===== src/rtl/flash_ecc_pkg.sv =====
package flash_ecc_pkg;

  localparam int DATA_W = 32;
  localparam int CHK_W  = 7;
  localparam int CODE_W = DATA_W + CHK_W;
  localparam int SYN_W  = CHK_W - 1;
  localparam int MAX_POS = DATA_W + SYN_W;

  localparam logic [1:0] SZ_WORD  = 2'b10;
  localparam logic [1:0] SZ_SPLIT = 2'b11;

  typedef enum logic [1:0] {
    ST_IDLE   = 2'd0,
    ST_FIRST  = 2'd1,
    ST_SECOND = 2'd2
  } rdState_t;

  // Strobes from control to datapath
  typedef struct packed {
    logic       clrFlags;
    logic       holdHi;
    logic       finish;
    logic       finishSplit;
    logic       wordMode;
    logic [1:0] byteSel;
  } dpCtrl_t;

  // Hamming position of data bit idx: the idx-th non-power-of-two from 1 up
  function automatic int dataPos(input int idx);
    int cnt;
    int res;
    cnt = -1;
    res = 0;
    for (int p = 1; p < 64; p++) begin
      if ((p & (p - 1)) != 0) begin
        cnt++;
        if (cnt == idx && res == 0) res = p;
      end
    end
    return res;
  endfunction

  function automatic logic [7:0] pickByte(input logic [DATA_W-1:0] w,
                                          input logic [1:0] off);
    return w[DATA_W - 1 - 8 * int'(off) -: 8];
  endfunction

endpackage


===== src/rtl/flash_secded_dec.sv =====
module flash_secded_dec
  import flash_ecc_pkg::*;
(
  input  logic [CODE_W-1:0] codeIn,
  output logic [DATA_W-1:0] dataOut,
  output logic              singleErr,
  output logic              doubleErr
);

  logic [SYN_W-1:0] contrib [DATA_W];
  logic [SYN_W-1:0] syndrome;
  logic             parityOdd;
  logic [DATA_W-1:0] flipMask;

  genvar gi;
  generate
    for (gi = 0; gi < DATA_W; gi++) begin : g_bit
      localparam int POS = dataPos(gi);
      assign contrib[gi]  = codeIn[gi] ? SYN_W'(POS) : '0;
      assign flipMask[gi] = singleErr && (syndrome == SYN_W'(POS));
    end
  endgenerate

  always_comb begin
    syndrome = codeIn[DATA_W +: SYN_W];
    for (int i = 0; i < DATA_W; i++) syndrome ^= contrib[i];
  end

  assign parityOdd = ^codeIn;
  assign singleErr = parityOdd && (syndrome <= SYN_W'(MAX_POS));
  assign doubleErr = (!parityOdd && syndrome != '0) ||
                     (parityOdd && syndrome > SYN_W'(MAX_POS));
  assign dataOut   = codeIn[DATA_W-1:0] ^ flipMask;

endmodule


===== src/rtl/flash_rd_ctrl.sv =====
module flash_rd_ctrl
  import flash_ecc_pkg::*;
#(
  parameter int ADDR_W = 10,
  localparam int IDX_W = ADDR_W - 2
) (
  input  logic              clk,
  input  logic              rstN,
  input  logic              req,
  input  logic [1:0]        size,
  input  logic [ADDR_W-1:0] addr,
  output logic              arrRdEn,
  output logic [IDX_W-1:0]  arrAddr,
  output logic              ready,
  output logic              busy,
  output dpCtrl_t           dpCtrl
);

  rdState_t          state, stateNext;
  logic [ADDR_W-1:0] addrQ;
  logic [ADDR_W-1:0] addrNext;
  logic [1:0]        sizeQ;
  logic              accept;

  assign accept   = (state == ST_IDLE) && req;
  assign addrNext = addrQ + ADDR_W'(1);
  assign busy     = (state != ST_IDLE);

  always_comb begin
    dpCtrl    = '0;
    arrRdEn   = 1'b0;
    arrAddr   = addr[ADDR_W-1:2];
    stateNext = state;
    unique case (state)
      ST_IDLE: begin
        if (req) begin
          arrRdEn         = 1'b1;
          dpCtrl.clrFlags = 1'b1;
          stateNext       = ST_FIRST;
        end
      end
      ST_FIRST: begin
        dpCtrl.wordMode = (sizeQ == SZ_WORD);
        dpCtrl.byteSel  = (sizeQ == SZ_WORD) ? {addrQ[1], 1'b0} : addrQ[1:0];
        if (sizeQ == SZ_SPLIT) begin
          dpCtrl.holdHi = 1'b1;
          arrRdEn       = 1'b1;
          arrAddr       = addrNext[ADDR_W-1:2];
          stateNext     = ST_SECOND;
        end else begin
          dpCtrl.finish = 1'b1;
          stateNext     = ST_IDLE;
        end
      end
      ST_SECOND: begin
        dpCtrl.byteSel     = addrNext[1:0];
        dpCtrl.finishSplit = 1'b1;
        stateNext          = ST_IDLE;
      end
      default: stateNext = ST_IDLE;
    endcase
  end

  always_ff @(posedge clk or negedge rstN) begin
    if (!rstN) begin
      state <= ST_IDLE;
      addrQ <= '0;
      sizeQ <= '0;
      ready <= 1'b0;
    end else begin
      state <= stateNext;
      ready <= dpCtrl.finish | dpCtrl.finishSplit;
      if (accept) begin
        addrQ <= addr;
        sizeQ <= size;
      end
    end
  end

endmodule


===== src/rtl/flash_rd_dp.sv =====
module flash_rd_dp
  import flash_ecc_pkg::*;
(
  input  logic              clk,
  input  logic              rstN,
  input  logic [CODE_W-1:0] arrRdata,
  input  dpCtrl_t           dpCtrl,
  output logic [15:0]       rdData,
  output logic              errSingle,
  output logic              errDouble
);

  logic [DATA_W-1:0] fixedWord;
  logic              decSingle;
  logic              decDouble;
  logic [7:0]        hiByteQ;
  logic              accSingleQ;
  logic              accDoubleQ;
  logic [7:0]        selByte;
  logic [7:0]        nextByte;

  flash_secded_dec u_dec (
    .codeIn    (arrRdata),
    .dataOut   (fixedWord),
    .singleErr (decSingle),
    .doubleErr (decDouble)
  );

  assign selByte  = pickByte(fixedWord, dpCtrl.byteSel);
  assign nextByte = pickByte(fixedWord, dpCtrl.byteSel | 2'b01);

  always_ff @(posedge clk or negedge rstN) begin
    if (!rstN) begin
      rdData     <= '0;
      errSingle  <= 1'b0;
      errDouble  <= 1'b0;
      hiByteQ    <= '0;
      accSingleQ <= 1'b0;
      accDoubleQ <= 1'b0;
    end else begin
      if (dpCtrl.clrFlags) begin
        errSingle <= 1'b0;
        errDouble <= 1'b0;
      end
      if (dpCtrl.holdHi) begin
        hiByteQ    <= selByte;
        accSingleQ <= decSingle;
        accDoubleQ <= decDouble;
      end
      if (dpCtrl.finish) begin
        rdData    <= dpCtrl.wordMode ? {selByte, nextByte} : {8'h00, selByte};
        errSingle <= decSingle;
        errDouble <= decDouble;
      end
      if (dpCtrl.finishSplit) begin
        rdData    <= {hiByteQ, selByte};
        errSingle <= accSingleQ | decSingle;
        errDouble <= accDoubleQ | decDouble;
      end
    end
  end

endmodule


===== src/rtl/flash_ecc_rdport.sv =====
module flash_ecc_rdport
  import flash_ecc_pkg::*;
#(
  parameter int ADDR_W = 10,
  localparam int IDX_W = ADDR_W - 2
) (
  input  logic              clk,
  input  logic              rstN,
  input  logic              req,
  input  logic [1:0]        size,
  input  logic [ADDR_W-1:0] addr,
  output logic              ready,
  output logic [15:0]       rdData,
  output logic              errSingle,
  output logic              errDouble,
  output logic              arrRdEn,
  output logic [IDX_W-1:0]  arrAddr,
  input  logic [CODE_W-1:0] arrRdata
);

  dpCtrl_t dpCtrl;
  logic    busy;

  flash_rd_ctrl #(.ADDR_W(ADDR_W)) u_ctrl (
    .clk     (clk),
    .rstN    (rstN),
    .req     (req),
    .size    (size),
    .addr    (addr),
    .arrRdEn (arrRdEn),
    .arrAddr (arrAddr),
    .ready   (ready),
    .busy    (busy),
    .dpCtrl  (dpCtrl)
  );

  flash_rd_dp u_dp (
    .clk       (clk),
    .rstN      (rstN),
    .arrRdata  (arrRdata),
    .dpCtrl    (dpCtrl),
    .rdData    (rdData),
    .errSingle (errSingle),
    .errDouble (errDouble)
  );

endmodule


===== config.mk =====
export PLATFORM = sky130hd
export DESIGN_NAME = flash_ecc_rdport
export DESIGN_NICKNAME = d
export VERILOG_FILES = /design/src/rtl/flash_ecc_pkg.sv /design/src/rtl/flash_secded_dec.sv /design/src/rtl/flash_rd_ctrl.sv /design/src/rtl/flash_rd_dp.sv /design/src/rtl/flash_ecc_rdport.sv
export SDC_FILE = /design/constraint.sdc
export NUM_CORES = 1
export LEC_CHECK = 0
export ABC_AREA = 1
export BUFFER_PORTS_ARGS = -buffer_cell sky130_fd_sc_hd__buf_2
export CAP_MARGIN = 30
export CORE_MARGIN = 2
export CORE_UTILIZATION = 34
export CTS_BUF_LIST = sky130_fd_sc_hd__clkbuf_4
export DETAILED_ROUTE_END_ITERATION = 7
export PLACE_DENSITY_LB_ADDON = 0.15
export SLEW_MARGIN = 30
export SYNTH_ARGS = -nofsm -noshare
export SYNTH_HDL_FRONTEND = slang
export SYNTH_SLANG_ARGS = --single-unit

===== constraint.sdc =====
create_clock -name clk -period 4 [get_ports clk]
set_clock_uncertainty 0.2 [all_clocks]
set_input_delay 0.2 -clock clk [delete_from_list [all_inputs] [get_ports clk]]
set_output_delay 0.2 -clock clk [all_outputs]
set_load 0.02 [all_outputs]

==> results of run 1 <==
-- logic make-up (layout without fill, tap and decap cells) --
| group | after synthesis | after routing | share of synthesized area [%] |
|---|---|---|---|
| AO/OA/AOI/OAI | 42 | 42 | 4.63 |
| AND/OR/NAND/NOR | 585 | 585 | 49.9 |
| multiplexers | 7 | 7 | 1.58 |
| adder cells (fa/ha/maj) | 4 | 4 | 1.00 |
| flip-flops | 43 | 43 | 21.5 |
| XOR/XNOR | 56 | 56 | 10.7 |
| buffers and inverters | 123 | 202 | 10.6 |
-- worst paths after layout --
check	startpoint	to	slack (ns)	depth (start not counted)
setup / recovery	u_ctrl.state[0]	u_dp.rdData[7]	1.18	13
setup reg to reg	u_ctrl.state[0]	u_dp.rdData[7]	1.18	13
max in group asynchronous	rstN	u_dp.rdData[15]	3.07	2
min in group clk	arrRdata[14]	u_dp.rdData[6]	0.15	7
hold / removal	rstN	u_ctrl.addrQ[6]	0.14	2
hold reg to reg	u_dp.rdData[5]	u_dp.rdData[5]	0.29	2
-- power by group through the flow --
stage	registers (uW)	clock network [uW]	logic (uW)
after CTS	776	357	2220
after floorplan	864	0	1590
after detailed placement	784	0	2200
after global placement	786	0	2200
after global routing	808	377	2510
final	773	347	2190
-- final cells by class --
class | count | area (sq um)
clock buffer | 6 | 45.0
clock inverter | 2 | 60.1
fill | 1617 | 8730
inverter | 93 | 349
multi-input combinational | 694 | 3390
sequential | 43 | 1080
tap | 184 | 230
timing repair buffer | 101 | 593
-- sequential cells by signal (all words and copies together), names as in the netlist --
name	flops
u_ctrl.addrQ	10
u_ctrl.ready	1
u_ctrl.sizeQ	2
u_ctrl.state	2
u_dp.accDoubleQ	1
u_dp.accSingleQ	1
u_dp.errDouble	1
u_dp.errSingle	1
u_dp.hiByteQ	8
u_dp.rdData	16
-- layout by cell type (no fill, tap or decap), types with 5 or more instances in the layout --
cell and n:
a21oi_1 7, buf_2 80, buf_4 7, clkbuf_4 6, dfrtp_1 43, dlygate4sd3_1 14, inv_1 76, inv_2 14
mux2_2 7, nand2_1 381, nand2_2 7, nand3_1 128, nand3b_1 6, nand4_1 6, nor2_1 40, nor2_2 5
o21ai_0 19, o21ai_1 9, xnor2_1 25, xor2_1 25
-- per-stage QoR --
step	std cells	instance area, sq um	setup slack (ns)
final	1123	5750	1.18
after global routing	1123	5750	0.787
after CTS	1123	5750	1.24
after detailed placement	1101	5500	0.892
after global placement	1101	5500	0.849
after floorplan	860	5000	1.54
-- metal layers --
| layer | vias to the layer above | track usage [%] | wire [microns] |
|---|---|---|---|
| met2 | 105 | 33.2 | 6850 |
| met4 | 0 | 2.09 | 89 |
| met1 | 2395 | 28.9 | 7810 |
| met3 | 9 | 2.57 | 567 |
| met5 | - | 0 | 0 |
| li1 | 2841 | - | - |
==> results.sh, run 1 <==
export IMPL_outcome="finished, final reports clean"
export IMPL_period_share_pct=70.5
export IMPL_period_needed_ns=2.82
export IMPL_cts_buffers=5
export IMPL_synthTopCellsByArea="nand2_1 (29%), dfrtp_1 (22%), nand3_1 (13%), inv_1 (5.7%), xnor2_1 (4.4%)"
export IMPL_yosys_top_cells_count="nand2_1 (381), nand3_1 (128), inv_1 (76)"
export IMPL_grt_max_degree=65
export IMPL_clkLatencyLatePin_ns=0.37
export IMPL_relSlewSlack_pct=47.8
export IMPL_grt_pass1_vias=4924
export IMPL_drive_gt1_share_pct=15.2
export IMPL_cellLeakagePower_uw=0.00312
export IMPL_rsz0062_at_grt="no"
export IMPL_areaGrowthSynthToFinish_pct=14.9
export IMPL_critical_path_required_ns=4.12
export IMPL_peakVddDrop_mv=0.258
export IMPL_wl_microns=15300
export IMPL_start_kind="flop"
export IMPL_p_sw_share_pct=52.7
export IMPL_cp_arrival_ns=2.94
export IMPL_p_int_uw=1570
export IMPL_hold_slack_ns=0.139
export IMPL_numPortBuffers=81
export IMPL_die_height_microns=125
export IMPL_drcViolationCount=0
export IMPL_syn_num_nets=918
export IMPL_async_reset_ff_share_pct=100
export IMPL_worstMarginPinSlew_ns=0.782
export IMPL_hold_class="primary input to asynchronous set/reset pin"
export IMPL_final_util_pct=39.7
export IMPL_drtAntennaViolNets=0
export IMPL_cts_path_max_buffers=2
export IMPL_yosys_area_top_type="nand2_1"
export IMPL_wire_per_inst_microns=13.6
export IMPL_synth_cell_types=35
export IMPL_ys_dominant_reg_cell="dfrtp_1"
export IMPL_gp_congestion=0.902
export IMPL_critPathMostFrequentCell="nand2_1"
export IMPL_syn_mean_instance_area_sq_um=5.82
export IMPL_cp_buffers_inverters=4
export IMPL_grt_ovfl_total=0
export IMPL_n_antenna_cell=0
export IMPL_ios=82
export IMPL_cp_end_kind="flop"
export IMPL_nets=996
export IMPL_synth_most_common_cell="nand2_1"
export IMPL_clk_pin_slew_ns=0.13
export IMPL_max_freq_ghz=0.354
export IMPL_drv_cap=0
export IMPL_path_class="flop to flop"
export IMPL_tritoncts="built"
export IMPL_num_vias=5350
export IMPL_ys_seq_area_share_pct=21.5
export IMPL_drtPass1Iterations=5
export IMPL_die_w_microns=125
export IMPL_seq_power_share_pct=23.3
export IMPL_dr_first_iter_drc_count=337
export IMPL_antenna_found_initial=0
export IMPL_synth_warnings=0
export IMPL_root_buffer="clkbuf_4"
export IMPL_critPathMaxStageDelay_ns=0.53
export IMPL_p_comb_share_pct=66.2
export IMPL_synth_edf_count=0
export IMPL_fin_setup_tns_ns=0
export IMPL_viasPerCell=4.76
export IMPL_cp_top_family="buffers and inverters"
export IMPL_cp_max_fo=16
export IMPL_dp_hpwl_microns=12600
export IMPL_power_frac_clock_pct=10.5
export IMPL_cts_resized_gates=0
export IMPL_syn_inst=860
export IMPL_p_total_uw=3310
export IMPL_die_area_sq_um=15700
export IMPL_core_sq_um=14500
export IMPL_numClockSinks=43
export IMPL_slew_viol_final=0
export IMPL_core_rowCount=44
export IMPL_hold_buffers=14
export IMPL_setup_viol=0
export IMPL_synth_top_cell_area_share_pct=28.6
export IMPL_switching_power_uw=1750
export IMPL_ys_ff_latch=43
export IMPL_start_util_pct=34.5
export IMPL_cts_setup_buffers=0
export IMPL_powerDensity_nw_per_um2=576
export IMPL_cts_max_level=2
export IMPL_finalHoldViolCount=0
export IMPL_grt_pass1_wl_microns=25500
export IMPL_grt_usage_pct=20.0
export IMPL_syn_area_sq_um=5000
export IMPL_path_cells="inv_1, ha_1, o21ai_0, a21oi_1, buf_4, inv_1, o21ai_0, inv_1, nand2_1, nand2_1, nand2_1, nand2_1, nand2_1"
export IMPL_crit_slowest_cell="ha_1"
Power figures use the tool's default switching activity.
==> run 2: changes to the inputs <==
==> constraint.sdc (replaced) <==
create_clock -name clk -period 2.55 [get_ports clk]
set_clock_uncertainty 0.2 [all_clocks]
set_input_delay 0.1275 -clock clk [delete_from_list [all_inputs] [get_ports clk]]
set_output_delay 0.1275 -clock clk [all_outputs]
set_load 0.02 [all_outputs]
==> run 2 against run 1 <==
Net effect: total power grew 82%; utilization grew 8.9 points; worst hold slack lost 0.056 ns; design area grew 22%; sequential power grew 57%; die area is the same; register-to-register slack lost 1.0 ns; critical path type is now primary input to flop; largest power group unchanged.
==> results.sh, run 2 (synthesized netlist as in run 1, its figures left out) <==
export IMPL_setup_viol=0
export IMPL_tritoncts="built"
export IMPL_p_total_uw=6040
export IMPL_dp_hpwl_microns=13300
export IMPL_root_buffer="clkbuf_4"
export IMPL_finalHoldViolCount=0
export IMPL_max_freq_ghz=0.410
export IMPL_seq_area_sq_um=1080
export IMPL_core_sq_um=14500
export IMPL_start_kind="primary input"
export IMPL_fillers=1564
export IMPL_core_rowCount=44
export IMPL_cp_max_fo=8
export IMPL_die_height_microns=125
export IMPL_fin_area_sq_um=7040
export IMPL_period_needed_ns=2.44
export IMPL_antenna_found_initial=0
export IMPL_gp_congestion=0.929
export IMPL_largest_reg_flops=16
export IMPL_rrSetupSlack_ns=0.18
export IMPL_wl_microns=17500
export IMPL_peakVddDrop_mv=0.502
export IMPL_slew_viol_final=0
export IMPL_layout_commonest_cell="nand2_1"
export IMPL_grt_pass1_vias=5353
export IMPL_period_share_pct=95.7
export IMPL_grt_usage_pct=20.7
export IMPL_cp_arrival_ns=2.49
export IMPL_nets=1115
export IMPL_rsz0062_at_grt="yes"
export IMPL_numClockSinks=43
export IMPL_clk_pin_slew_ns=0.12
export IMPL_cts_buffers=5
export IMPL_top_regs="u_dp.rdData x16, u_ctrl.addrQ x10, u_dp.hiByteQ x8"
export IMPL_mostFrequentLayoutCells="nand2_1 (345), nand3_1 (119), buf_4 (110), buf_2 (76), inv_1 (69)"
export IMPL_critical_path_required_ns=2.60
export IMPL_start_util_pct=34.5
export IMPL_drcViolationCount=0
export IMPL_areaGrowthSynthToFinish_pct=40.6
export IMPL_fin_setup_tns_ns=0
export IMPL_n_antenna_cell=0
export IMPL_worstReg2RegStart="u_ctrl.state[1]"
export IMPL_clkLatencyLatePin_ns=0.36
export IMPL_drtAntennaViolNets=0
export IMPL_grt_pass1_wl_microns=26300
export IMPL_final_util_pct=48.6
export IMPL_cts_path_max_buffers=2
export IMPL_cts_max_level=2
export IMPL_outcome="finished, final reports clean"
export IMPL_die_w_microns=125
export IMPL_multi_input_area_sq_um=3800
export IMPL_drive_gt1_share_pct=31.4
export IMPL_drtPass1Iterations=5
export IMPL_cp_end_kind="flop"
export IMPL_wire_per_inst_microns=14.1
export IMPL_cellLeakagePower_uw=0.00376
export IMPL_rr_worst_depth=7
export IMPL_drv_cap=0
export IMPL_num_vias=6024
export IMPL_dr_first_iter_drc_count=451
export IMPL_path_class="primary input to flop"
export IMPL_numPortBuffers=81
export IMPL_worstMarginPinSlew_ns=0.599
export IMPL_grt_ovfl_total=0
export IMPL_hold_class="primary input to asynchronous set/reset pin"
export IMPL_viasPerCell=4.85
export IMPL_relSlewSlack_pct=59.6
export IMPL_place_area_sq_um=6300
export IMPL_grt_max_degree=64
export IMPL_reg2reg_to="u_ctrl.sizeQ[1]"
export IMPL_powerDensity_nw_per_um2=859
export IMPL_ios=82
export IMPL_die_area_sq_um=15700
export IMPL_regMostFlops="u_dp.rdData"
[run 2: cell types whose count changed in the layout (fill, tap and decap cells not counted), moves of 7 or more]
cell and change:
buf_4 +103, inv_1 -7, nand2_1 -36, nand2_2 +35, nand3_1 -9, nand3_2 +7, nor2_1 -11
[run 2: stage by stage]
step                      setup slack [ns]  cells  hold slack, ns
after floorplan                      0.158    860          -0.368
after global placement              -0.369   1202           0.137
after detailed placement            -0.377   1202         -0.0508
after CTS                           0.0229   1226          0.0801
after global routing               -0.0610   1242          0.0900
final                                0.109   1242          0.0834
[run 2: critical path, cell delays in order]
cell and delay [ns]:
buf_2 0.12, inv_1 0.08, nand2_1 0.05, nand2_1 0.15
nand2_1 0.09, nand2_2 0.10, inv_2 0.05, nand2_2 0.08
nand2_2 0.09, nand2_1 0.09, nand2_1 0.06, nand2_1 0.07
nand2_2 0.10, nor2_4 0.12, nand3_2 0.09, nand3_4 0.11
buf_12 0.19, nand2_8 0.10, nand2_1 0.11, a21oi_1 0.06
o21ai_1 0.13, nand3_1 0.14, nand3_1 0.11, nand2_1 0.05
[run 2: how the worst max path moves through the flow]
stage / from / endpoint / slack, ns
after floorplan: arrRdata[26] / u_dp.rdData[3] / 0.16
after global placement: arrRdata[24] / u_dp.rdData[7] / -0.37
after detailed placement: arrRdata[24] / u_dp.rdData[7] / -0.38
after CTS: arrRdata[24] / u_dp.rdData[7] / 0.02
after global routing: arrRdata[17] / u_dp.hiByteQ[6] / -0.06
final: arrRdata[22] / u_dp.hiByteQ[6] / 0.11
[run 2: layout make-up]
| type | count | share of cell area [%] |
|---|---|---|
| well taps | 184 | 3.27 |
| repair buffers | 212 | 21.5 |
| inverters | 93 | 5.07 |
| flip-flops and latches | 43 | 15.3 |
| clock inverters | 1 | 0.0711 |
| repair inverters | 1 | 0.0711 |
| multi-input cells | 701 | 54.0 |
| clock buffers | 7 | 0.747 |
[run 2: power breakdown]
group          leakage (uW)  internal [uW]  switching (uW)
combinational       0.00319           1690            2800
sequential         0.000529           1010             200
clock             0.0000361            129             212
[run 2: routing by layer]
| layer | routed length, microns | GRT usage [%] | vias to the layer above | part of all wire [%] |
|---|---|---|---|---|
| li1 | - | - | 3090 | - |
| met1 | 8550 | 29.4 | 2749 | 49 |
| met2 | 7920 | 34.4 | 162 | 45 |
| met3 | 808 | 2.52 | 23 | 4.6 |
| met4 | 246 | 3.14 | 0 | 1.4 |
| met5 | 0 | 0 | - | 0 |
[run 2: what timing repair did]
item                       in CTS  in global routing
gates resized for setup         0                 95
hold endpoints to repair       57                  0
setup buffers                   0                  8
setup endpoints to repair       0                 34
hold buffers                   16                  0
